## src/rtl/gpio_port.sv

```systemverilog
module gpio_port #(
  parameter int W = 8,
  localparam int IW = (W > 1) ? $clog2(W) : 1
) (
  input  logic          clk,
  input  logic          rst_n,
  input  logic          bus_wr,
  input  logic          bus_dir_wr,
  input  logic          bus_bitop,
  input  logic          bitop_set,
  input  logic [IW-1:0] bitop_idx,
  input  logic [W-1:0]  wdata,
  output logic [W-1:0]  rd_data,
  output logic [W-1:0]  dir_q,
  output logic [W-1:0]  pad_out,
  output logic [W-1:0]  pad_oe,
  input  logic [W-1:0]  pad_in,
  input  logic [W-1:0]  per_out,
  input  logic [W-1:0]  per_oe,
  output logic [W-1:0]  per_in
);

  logic [W-1:0] lat;
  logic [W-1:0] sync1, sync2;

  always_ff @(posedge clk) begin
    if (bus_wr)
      lat <= wdata;
    else if (bus_bitop)
      lat[bitop_idx] <= bitop_set;
  end

  always_ff @(posedge clk or negedge rst_n) begin
    if (!rst_n) begin
      dir_q <= '0;
      sync1 <= '0;
      sync2 <= '0;
    end else begin
      if (bus_dir_wr) dir_q <= wdata;
      sync1 <= pad_in;
      sync2 <= sync1;
    end
  end

  assign pad_oe  = dir_q | per_oe;
  assign pad_out = (per_oe & per_out) | (~per_oe & lat);
  assign rd_data = sync2;
  assign per_in  = sync2;

endmodule

```

## config.mk

```make
export PLATFORM = sky130hd
export DESIGN_NAME = gpio_port
export DESIGN_NICKNAME = d
export VERILOG_FILES = /design/src/rtl/gpio_port.sv
export SDC_FILE = /design/constraint.sdc
export NUM_CORES = 1
export LEC_CHECK = 0
export ABC_AREA = 1
export CORE_MARGIN = 2
export CORE_UTILIZATION = 35
export CTS_BUF_LIST = sky130_fd_sc_hd__clkbuf_4
export DETAILED_ROUTE_END_ITERATION = 7
export DONT_BUFFER_PORTS = 1
export PLACE_DENSITY_LB_ADDON = 0.05
export SYNTH_ARGS = -nofsm -noshare
export SYNTH_HDL_FRONTEND = slang
export SYNTH_SLANG_ARGS = --single-unit
```

## constraint.sdc

```tcl
create_clock -name clk -period 1 [get_ports clk]
set_input_delay 0.05 -clock clk [delete_from_list [all_inputs] [get_ports clk]]
set_output_delay 0.05 -clock clk [all_outputs]
set_load 0.01 [all_outputs]
```

==> run_results.csv, run 1 <==
group,metric,value,unit
status,status,"finished, violations left",
status,violations,"negative hold slack, negative setup slack",
floorplanning,die_area,4541,um^2
synth,synth_seq_cells,32,
timing,worstMarginPinSlew,1.049,ns
pwr,pwr-share-clk,34.1,%
detailed_routing,viasPerCell,4.650,
timing,clock_skew,0.0003384,ns
global_route,grt_overflow,0,
critical_path,arrival,1.04,ns
synth,yosysWarnings,0,
clocking,cts_tree,"done",
timing,hold_viol,24,
floorplanning,fp.dieH,67.39,um
floorplanning,core,3943,um^2
finish,fillCellCount,396,
critical_path,cp_top_family,"flip-flops",
clocking,cts_max_level,2,
job,cap_violations,0,
clocking,clock-sinks,32,
floorplanning,rows,23,
pwr,power,2864,uW
timing,fin_crit,1.092,ns
global_route,grt_first_pass_wirelength,4.733,mm
worst_hold_path,hold_path_class,"primary input to async pin",
clocking,clk_pin_slew_worst_paths,0.11,ns
detailed_routing,drc,0,
critical_path,slowest_delay,0.45,ns
critical_path,crit_chain,"or2_4",
finish,multi_input_area,460.4,um^2
critical_path,cp-end-kind,"output pin",
critical_path,critPathSlowestCell,"dfrtp_1",
detailed_routing,detail_route.first_pass.iterations,4,
critical_path,worstSetupPathType,"register to output pin",
pwr,ir_worst_vdd,0.7378,mV
detailed_routing,wirelength,3.003,mm
clocking,numCtsBuffers,5,
detailed_routing,first_iter_violations,41,
pwr,p_sw_share,25.73,%
pwr,seqPwrFrac,53.1,%
critical_path,start_kind,"register",
clocking,clock_path_buffers,2,
finish,antennaDiodeCount,0,
clocking,root_buffer,"clkbuf_4",
place,dp_hpwl,2.099,mm
finish,seq_area,840.8,um^2
timing,period_share,109.2,%
synth,ys_types,16,
synth,synth_area,1406,um^2
global_route,antenna_found_initial,0,
critical_path,rr_worst_depth,2,
critical_path,cp_data_required_time,0.95,ns
critical_path,cp.depth,1,
synth,syn_avg_cell_area,9.633,um^2
place,portBuffers,0,
timing,rsz0062_at_grt,"yes",
finish,nets,210,
detailed_routing,vias,1023,
pwr,p_comb_share,12.8,%
pwr,intPower,2127,uW
timing,setup_slack,-0.09226,ns
place,finalWeightedCongestion,0.6168,
clocking,clock_latency,0.33,ns
timing,clock.fmax,915.5,MHz
global_route,grt_pass1_vias,1016,
detailed_routing,wire_per_inst,13.65,um
timing,maxSlewViolCount,0,
critical_path,crit_fanout,3,
pwr,cellPowerDensity,1597,nW/um^2
pwr,leakagePower,0.0008301,uW
floorplanning,io_pins,81,
timing,holdWs,-0.03368,ns
finish,final_util,45.48,%
finish,area_delta_synth_final,27.49,%
synth,syn_inst,146,
detailed_routing,ant_nets,0,
timing,setup_viol,8,
finish,drive_gt1_share,21.76,%
global_route,track_usage,14.42,%
timing,slew_headroom,30.06,%
critical_path,cp_num_buf_inv,0,
clocking,cts_setup_buffers,0,
floorplanning,die_w,67.39,um
pwr,power_switching,736.9,uW
synth,synthesis.nets,187,
synth,synth-seq-area-share,59.79,%
floorplanning,start_util,35.67,%
global_route,grt_max_degree,25,
==> state kept, by name, indices dropped and copies added, names as in the netlist <==
signal,count
sync1,8
dir_q,8
per_in,8
lat,8
==> metrics by stage <==
stage,TNS (ns),setup WS [ns],cell area [um^2],std cells
2_1_floorplan,0,0.2235,1406,146
3_3_place_gp,0,0.2039,1398,187
3_5_place_dp,0,0.1912,1398,187
4_1_cts,-3.082,-0.1177,1758,220
5_1_grt,-1.065,-0.1519,1793,220
6_report,-0.6307,-0.09226,1793,220
==> cell usage in the layout (no fill, tap or decap) <==
cell type	instances
edfxtp_1	8
or2_4	7
inv_1	15
buf_4	1
bufinv_16	1
dfrtp_1	24
o21ai_4	2
o21ai_2	9
inv_6	1
clkinv_2	1
dlymetal6s4s_1	2
nand3_1	12
dlygate4sd3_1	23
inv_2	6
nand2_2	1
o21ai_0	8
clkbuf_4	5
nand2_1	34
o21ai_1	4
nor2_1	3
nand2_4	1
nor2_4	1
inv_4	1
==> final cells by class <==
| type | count | share of cell area (%) |
|---|---|---|
| Clock buffer | 5 | 2.094 |
| Clock inverter | 3 | 2.303 |
| Inverter | 22 | 4.885 |
| Multi-Input combinational cell | 82 | 25.68 |
| Sequential cell | 32 | 46.89 |
| Tap cell | 50 | 3.489 |
| Timing Repair Buffer | 26 | 14.65 |
==> repair_timing <==
item | CTS | global route
cloned | 0 | 0
pin swaps | 7 | 1
resized for setup | 19 | 12
hold buffers | 25 | 0
endpoints found under the setup margin | 15 | 54
endpoints found under the hold margin | 56 | 0
==> logic make-up (layout without fill, tap and decap cells) <==
family | after synthesis | count (layout) | synth area share, %
AND/OR/NAND/NOR | 59 | 59 | 19.13
flip-flops | 32 | 32 | 59.79
buffers and inverters | 32 | 56 | 11.83
AO/OA/AOI/OAI | 23 | 23 | 9.252
==> routing by layer <==
metal	up-vias	share of wire [%]	global-route usage (%)
li1	501	-	-
met1	474	41	17.28
met4	0	2.1	7.908
met5	-	0	0
met3	7	7.5	4.833
met2	41	49	22.77
==> cells in the mapped netlist <==
cell / n / area, um^2
buf_4: 9 / 67.56
buf_6: 1 / 11.26
dfrtp_1: 24 / 600.6
edfxtp_1: 8 / 240.2
inv_1: 20 / 75.07
inv_2: 1 / 3.750
inv_6: 1 / 8.760
nand2_1: 35 / 131.4
nand2_4: 1 / 11.26
nand3_1: 12 / 60.06
nor2_1: 3 / 11.26
nor2_4: 1 / 11.26
o21ai_0: 15 / 75.07
o21ai_1: 4 / 20.02
o21ai_2: 4 / 35.03
or2_2: 7 / 43.79
==> path summary, 6_finish.rpt <==
| path | endpoint | from | slack, ns |
|---|---|---|---|
| setup / recovery | pad_oe[2] | dir_q[2] | -0.09 |
| hold / removal | dir_q[1] | rst_n | -0.03 |
| setup reg to reg | dir_q[6] | dir_q[6] | 0.28 |
| hold reg to reg | per_in[6] | sync1[6] | 0.36 |
| max in group asynchronous | dir_q[0] | rst_n | 0.40 |
| min in group clk | lat[5] | bitop_idx[2] | 0.02 |
==> power groups by stage <==
stage	Sequential, uW	Combinational [uW]	Clock [uW]
finish	1520	366	977
global route	1540	407	1100
CTS	1520	352	1010
detailed placement	1550	204	0
global placement	1540	202	0
floorplan	1520	218	0
Note: power is estimated with default switching activity, not from simulation.
==> run 2: changes to the inputs <==
- clock period: 1 -> 1.3 ns (I/O delays scaled with it)
==> run_results.csv, run 2 (synthesis results as in run 1) <==
group,metric,value,unit
status,status,"complete, no violations",
job,cap_violations,0,
floorplanning,die_area,4541,um^2
critical_path,cp_num_buf_inv,0,
floorplanning,io_pins,81,
place,dp_cells,186,
finish,nets,206,
detailed_routing,ant_nets,0,
timing,fin_crit,1.163,ns
floorplanning,rows,23,
pwr,cellPowerDensity,1252,nW/um^2
floorplanning,core,3943,um^2
detailed_routing,wire_per_inst,12.91,um
detailed_routing,detail_route.first_pass.iterations,4,
clocking,root_buffer,"clkbuf_4",
timing,period_share,89.50,%
clocking,numCtsBuffers,5,
pwr,ir_worst_vdd,0.3768,mV
clocking,cts_tree,"done",
critical_path,crit_fanout,3,
critical_path,arrival,1.10,ns
timing,clock_skew,0.004764,ns
finish,area_delta_synth_final,19.84,%
clocking,clock-sinks,32,
place,dp_hpwl,2.076,mm
clocking,cts_max_level,2,
timing,slew_headroom,30.09,%
global_route,track_usage,13.57,%
detailed_routing,viasPerCell,4.537,
critical_path,crit_chain,"or2_2",
timing,clock.fmax,859.5,MHz
clocking,cts_setup_buffers,0,
pwr,leakagePower,0.0007788,uW
clocking,clk_pin_slew_worst_paths,0.09,ns
critical_path,slowest_delay,0.44,ns
clocking,clock_path_buffers,2,
timing,finalSetupTns,0,ns
finish,drive_gt1_share,12.65,%
detailed_routing,first_iter_violations,57,
critical_path,cp_top_family,"flip-flops",
finish,instances_no_fill,216,
critical_path,cp_data_required_time,1.24,ns
place,finalWeightedCongestion,0.6597,
global_route,antenna_found_initial,0,
floorplanning,start_util,35.67,%
finish,antennaDiodeCount,0,
global_route,grt_first_pass_wirelength,4.409,mm
timing,hold_viol,0,
detailed_routing,wirelength,2.788,mm
finish,layout_common_cells,"nand2_1, dfrtp_1, dlygate4sd3_1",
finish,mostFrequentLayoutCell,"nand2_1",
global_route,grt_max_degree,25,
global_route,grt_pass1_vias,941,
timing,worstMarginPinSlew,1.045,ns
global_route,grt_overflow,0,
worst_hold_path,hold_path_class,"primary input to register",
critical_path,critPathSlowestCell,"dfrtp_1",
floorplanning,die_w,67.39,um
place,placed_cell_area,1390,um^2
finish,design_area,1685,um^2
critical_path,cp-end-kind,"output pin",
clocking,clock_latency,0.32,ns
critical_path,start_kind,"register",
detailed_routing,drc,0,
critical_path,worstSetupPathType,"register to output pin",
timing,maxSlewViolCount,0,
floorplanning,fp.dieH,67.39,um
timing,setup_viol,0,
timing,rsz0062_at_grt,"no",
place,portBuffers,0,
detailed_routing,vias,980,
[run 2: changes by cell type in the layout (fill, tap and decap cells not counted), sizes merged]
cell	change
buf	-1
clkinv	+1
dlymetal6s4s	-2
inv	-1
dlygate4sd3	-1
[run 2: per-stage QoR]
stage / worst slack [ns] / hold WS (ns) / utilization [%] / power [uW]
final: 0.1365 / 0.03475 / 42.75 / 2109
after global routing: 0.06617 / 0.02019 / 42.75 / 2243
after CTS: 0.1114 / 0.004806 / 42.49 / 2142
after detailed placement: 0.4789 / -0.2301 / 35.26 / 1341
after global placement: 0.4889 / -0.2301 / 35.26 / 1336
after floorplan: 0.5085 / -0.2306 / - / 1337
[run 2: worst min-delay path: stages]
cell	delay (ns)
nor2_4	0.02
nand3_1	0.06
nand2_1	0.04
[run 2: final cells by class]
type,count,area (um^2)
inverters,22,87.58
well taps,50,62.56
multi-input cells,82,399.1
flip-flops and latches,32,840.8
fillers,384,2257
clock inverters,3,37.54
repair buffers,22,220.2
clock buffers,5,37.54
[run 2: metal layers]
layer  routed length (um)  vias up  global-route usage (%)
met1                 1164      440                   17.07
met2                 1335       43                   19.93
met5                    0        -                       0
met3                  241        6                   6.000
li1                     -      491                       -
met4                   46        0                   6.378
[run 2: worst paths after layout]
| kind | startpoint | end | slack, ns | cells after the start |
|---|---|---|---|---|
| setup / recovery | dir_q[1] | pad_oe[1] | 0.14 | 1 |
| hold / removal | bus_wr | lat[0] | 0.03 | 3 |
| setup reg to reg | dir_q[7] | dir_q[7] | 0.59 | 2 |
| hold reg to reg | sync1[1] | per_in[1] | 0.35 | 0 |
| max in group asynchronous | rst_n | dir_q[0] | 0.30 | 1 |
| min in group asynchronous | rst_n | dir_q[5] | 0.37 | 1 |
[run 2: timing repair]
action	4_1_cts	5_1_grt
hold buffers	21	1
resized for setup	0	0
setup endpoints to repair	0	0
endpoints found under the hold margin	56	1
[run 2: where the power goes]
part	internal, uW	switching [uW]
clock	393	317
sequential	1110	59.3
combinational	97.4	138
==> run 3: changes to the inputs <==
--- a/constraint.sdc
+++ b/constraint.sdc
@@ -3,2 +3,2 @@
 set_output_delay 0.065 -clock clk [all_outputs]
-set_load 0.01 [all_outputs]
+set_load 0.02 [all_outputs]
==> run_results.csv, run 3 (synthesis results as in run 1) <==
group,metric,value,unit
place,placed_cell_area,1443,um^2
pwr,intPower,1425,uW
global_route,grt_pass1_vias,1000,
timing,slew_headroom,27.29,%
floorplanning,die_w,67.39,um
critical_path,cp.depth,1,
timing,worstMarginPinSlew,1.087,ns
finish,final_util,43.48,%
timing,fin_crit,1.262,ns
pwr,leakagePower,0.0008052,uW
finish,antennaDiodeCount,0,
timing,hold_viol,0,
floorplanning,rows,23,
critical_path,crit_chain,"or2_2",
critical_path,cp_data_required_time,1.24,ns
place,finalWeightedCongestion,0.6660,
clocking,clock-sinks,32,
critical_path,worst_setup_path_endpoint,"pad_oe[5]",
clocking,clock_path_buffers,2,
status,status,"complete, no violations",
worst_hold_path,hold_path_class,"primary input to register",
place,dp_slack,0.3947,ns
pwr,seqPwrFrac,59.4,%
timing,maxSlewViolCount,0,
critical_path,cp-end-kind,"output pin",
critical_path,arrival,1.20,ns
timing,setup_viol,0,
timing,period_share,97.10,%
timing,setup_slack,0.03775,ns
pwr,p_sw_share,29.63,%
place,dp_hpwl,2.110,mm
critical_path,slowest_delay,0.48,ns
clocking,cts_max_level,2,
global_route,antenna_found_initial,0,
critical_path,start_kind,"register",
clocking,cts_tree,"done",
global_route,track_usage,13.77,%
clocking,clk_pin_slew_worst_paths,0.11,ns
pwr,p_comb_share,14.6,%
pwr,ir_worst_vdd,0.3991,mV
global_route,grt_max_degree,25,
clocking,clock_latency,0.33,ns
pwr,power,2024,uW
critical_path,rrSetupSlack,0.48,ns
critical_path,r2r-start,"dir_q[2]",
critical_path,critPathSlowestCell,"dfrtp_1",
pwr,cellPowerDensity,1181,nW/um^2
finish,nets,213,
detailed_routing,wirelength,2.867,mm
floorplanning,io_pins,81,
floorplanning,core,3943,um^2
detailed_routing,drc,0,
job,cap_violations,0,
detailed_routing,ant_nets,0,
detailed_routing,vias,1026,
finish,mostFrequentLayoutCell,"nand2_1",
global_route,grt_first_pass_wirelength,4.533,mm
global_route,grt_overflow,0,
finish,fillCellCount,397,
critical_path,crit_path_start,"dir_q[5]",
finish,drive_gt1_share,16.76,%
detailed_routing,first_iter_violations,55,
detailed_routing,detail_route.first_pass.iterations,4,
detailed_routing,wire_per_inst,12.86,um
clocking,cts_resized,0,
critical_path,cp_top_family,"flip-flops",
critical_path,crit_fanout,3,
pwr,pwr-share-clk,26.0,%
timing,clock_skew,0.01263,ns
place,portBuffers,0,
finish,multi_input_area,399.1,um^2
timing,clock.fmax,792.2,MHz
finish,seq_area,840.8,um^2
clocking,root_buffer,"clkbuf_4",
pwr,power_switching,599.8,uW
critical_path,worstSetupPathType,"register to output pin",
floorplanning,die_area,4541,um^2
clocking,numCtsBuffers,5,
detailed_routing,viasPerCell,4.601,
critical_path,rr_worst_depth,2,
finish,area_delta_synth_final,21.89,%
floorplanning,fp.dieH,67.39,um
finish,layout_common_cells,"nand2_1, dfrtp_1, dlygate4sd3_1",
critical_path,cp_num_buf_inv,0,
critical_path,r2r_end,"dir_q[2]",
finish,design_area,1714,um^2
floorplanning,start_util,35.67,%
timing,rsz0062_at_grt,"yes",
run 3: cell types whose count changed in the layout (fill, tap and decap cells not counted):
cell	before	now
clkinv_1	2	1
buf_4	0	7
clkinv_2	0	2
bufinv_16	1	0
run 3: worst min path at each step:
stage            startpoint        end  slack [ns]  depth (start not counted)
5_1_grt        bitop_idx[1]     lat[7]        0.03                          2
4_1_cts              bus_wr     lat[1]        0.02                          3
3_3_place_gp          rst_n  per_in[6]       -0.23                          0
2_1_floorplan         rst_n   dir_q[0]       -0.23                          0
3_5_place_dp          rst_n  per_in[6]       -0.23                          0
6_report       bitop_idx[1]     lat[7]        0.04                          2
run 3: timing repair:
action	CTS	global route
hold buffers	22	0
hold endpoints to repair	56	0
buffers inserted	0	0
endpoints found under the setup margin	0	6
run 3: layout make-up:
type	instances	area share (%)
flip-flops and latches	32	49.05
multi-input cells	82	23.28
repair buffers	29	15.91
inverters	22	5.110
well taps	50	3.650
clock buffers	5	2.190
clock inverters	3	0.8029
run 3: routing by layer:
metal | track usage (%) | routed length, um
met5 | 0 | 0
met4 | 6.378 | 46
met3 | 5.333 | 196
met2 | 21.78 | 1393
met1 | 16.47 | 1230
run 3: power by group through the flow:
stage | Clock (uW) | Sequential, uW | Combinational [uW]
4_1_cts | 560 | 1200 | 301
2_1_floorplan | 0 | 1200 | 211
3_5_place_dp | 0 | 1230 | 215
3_3_place_gp | 0 | 1220 | 213
6_report | 526 | 1200 | 296
5_1_grt | 620 | 1210 | 334
run 3: stage by stage:
| step | hold slack [ns] | instances | setup TNS [ns] |
|---|---|---|---|
| after floorplan | -0.2306 | 146 | 0 |
| after global placement | -0.2301 | 193 | 0 |
| after detailed placement | -0.2301 | 193 | 0 |
| after CTS | 0.01708 | 223 | 0 |
| after global routing | 0.03124 | 223 | -0.06028 |
| final | 0.03905 | 223 | 0 |
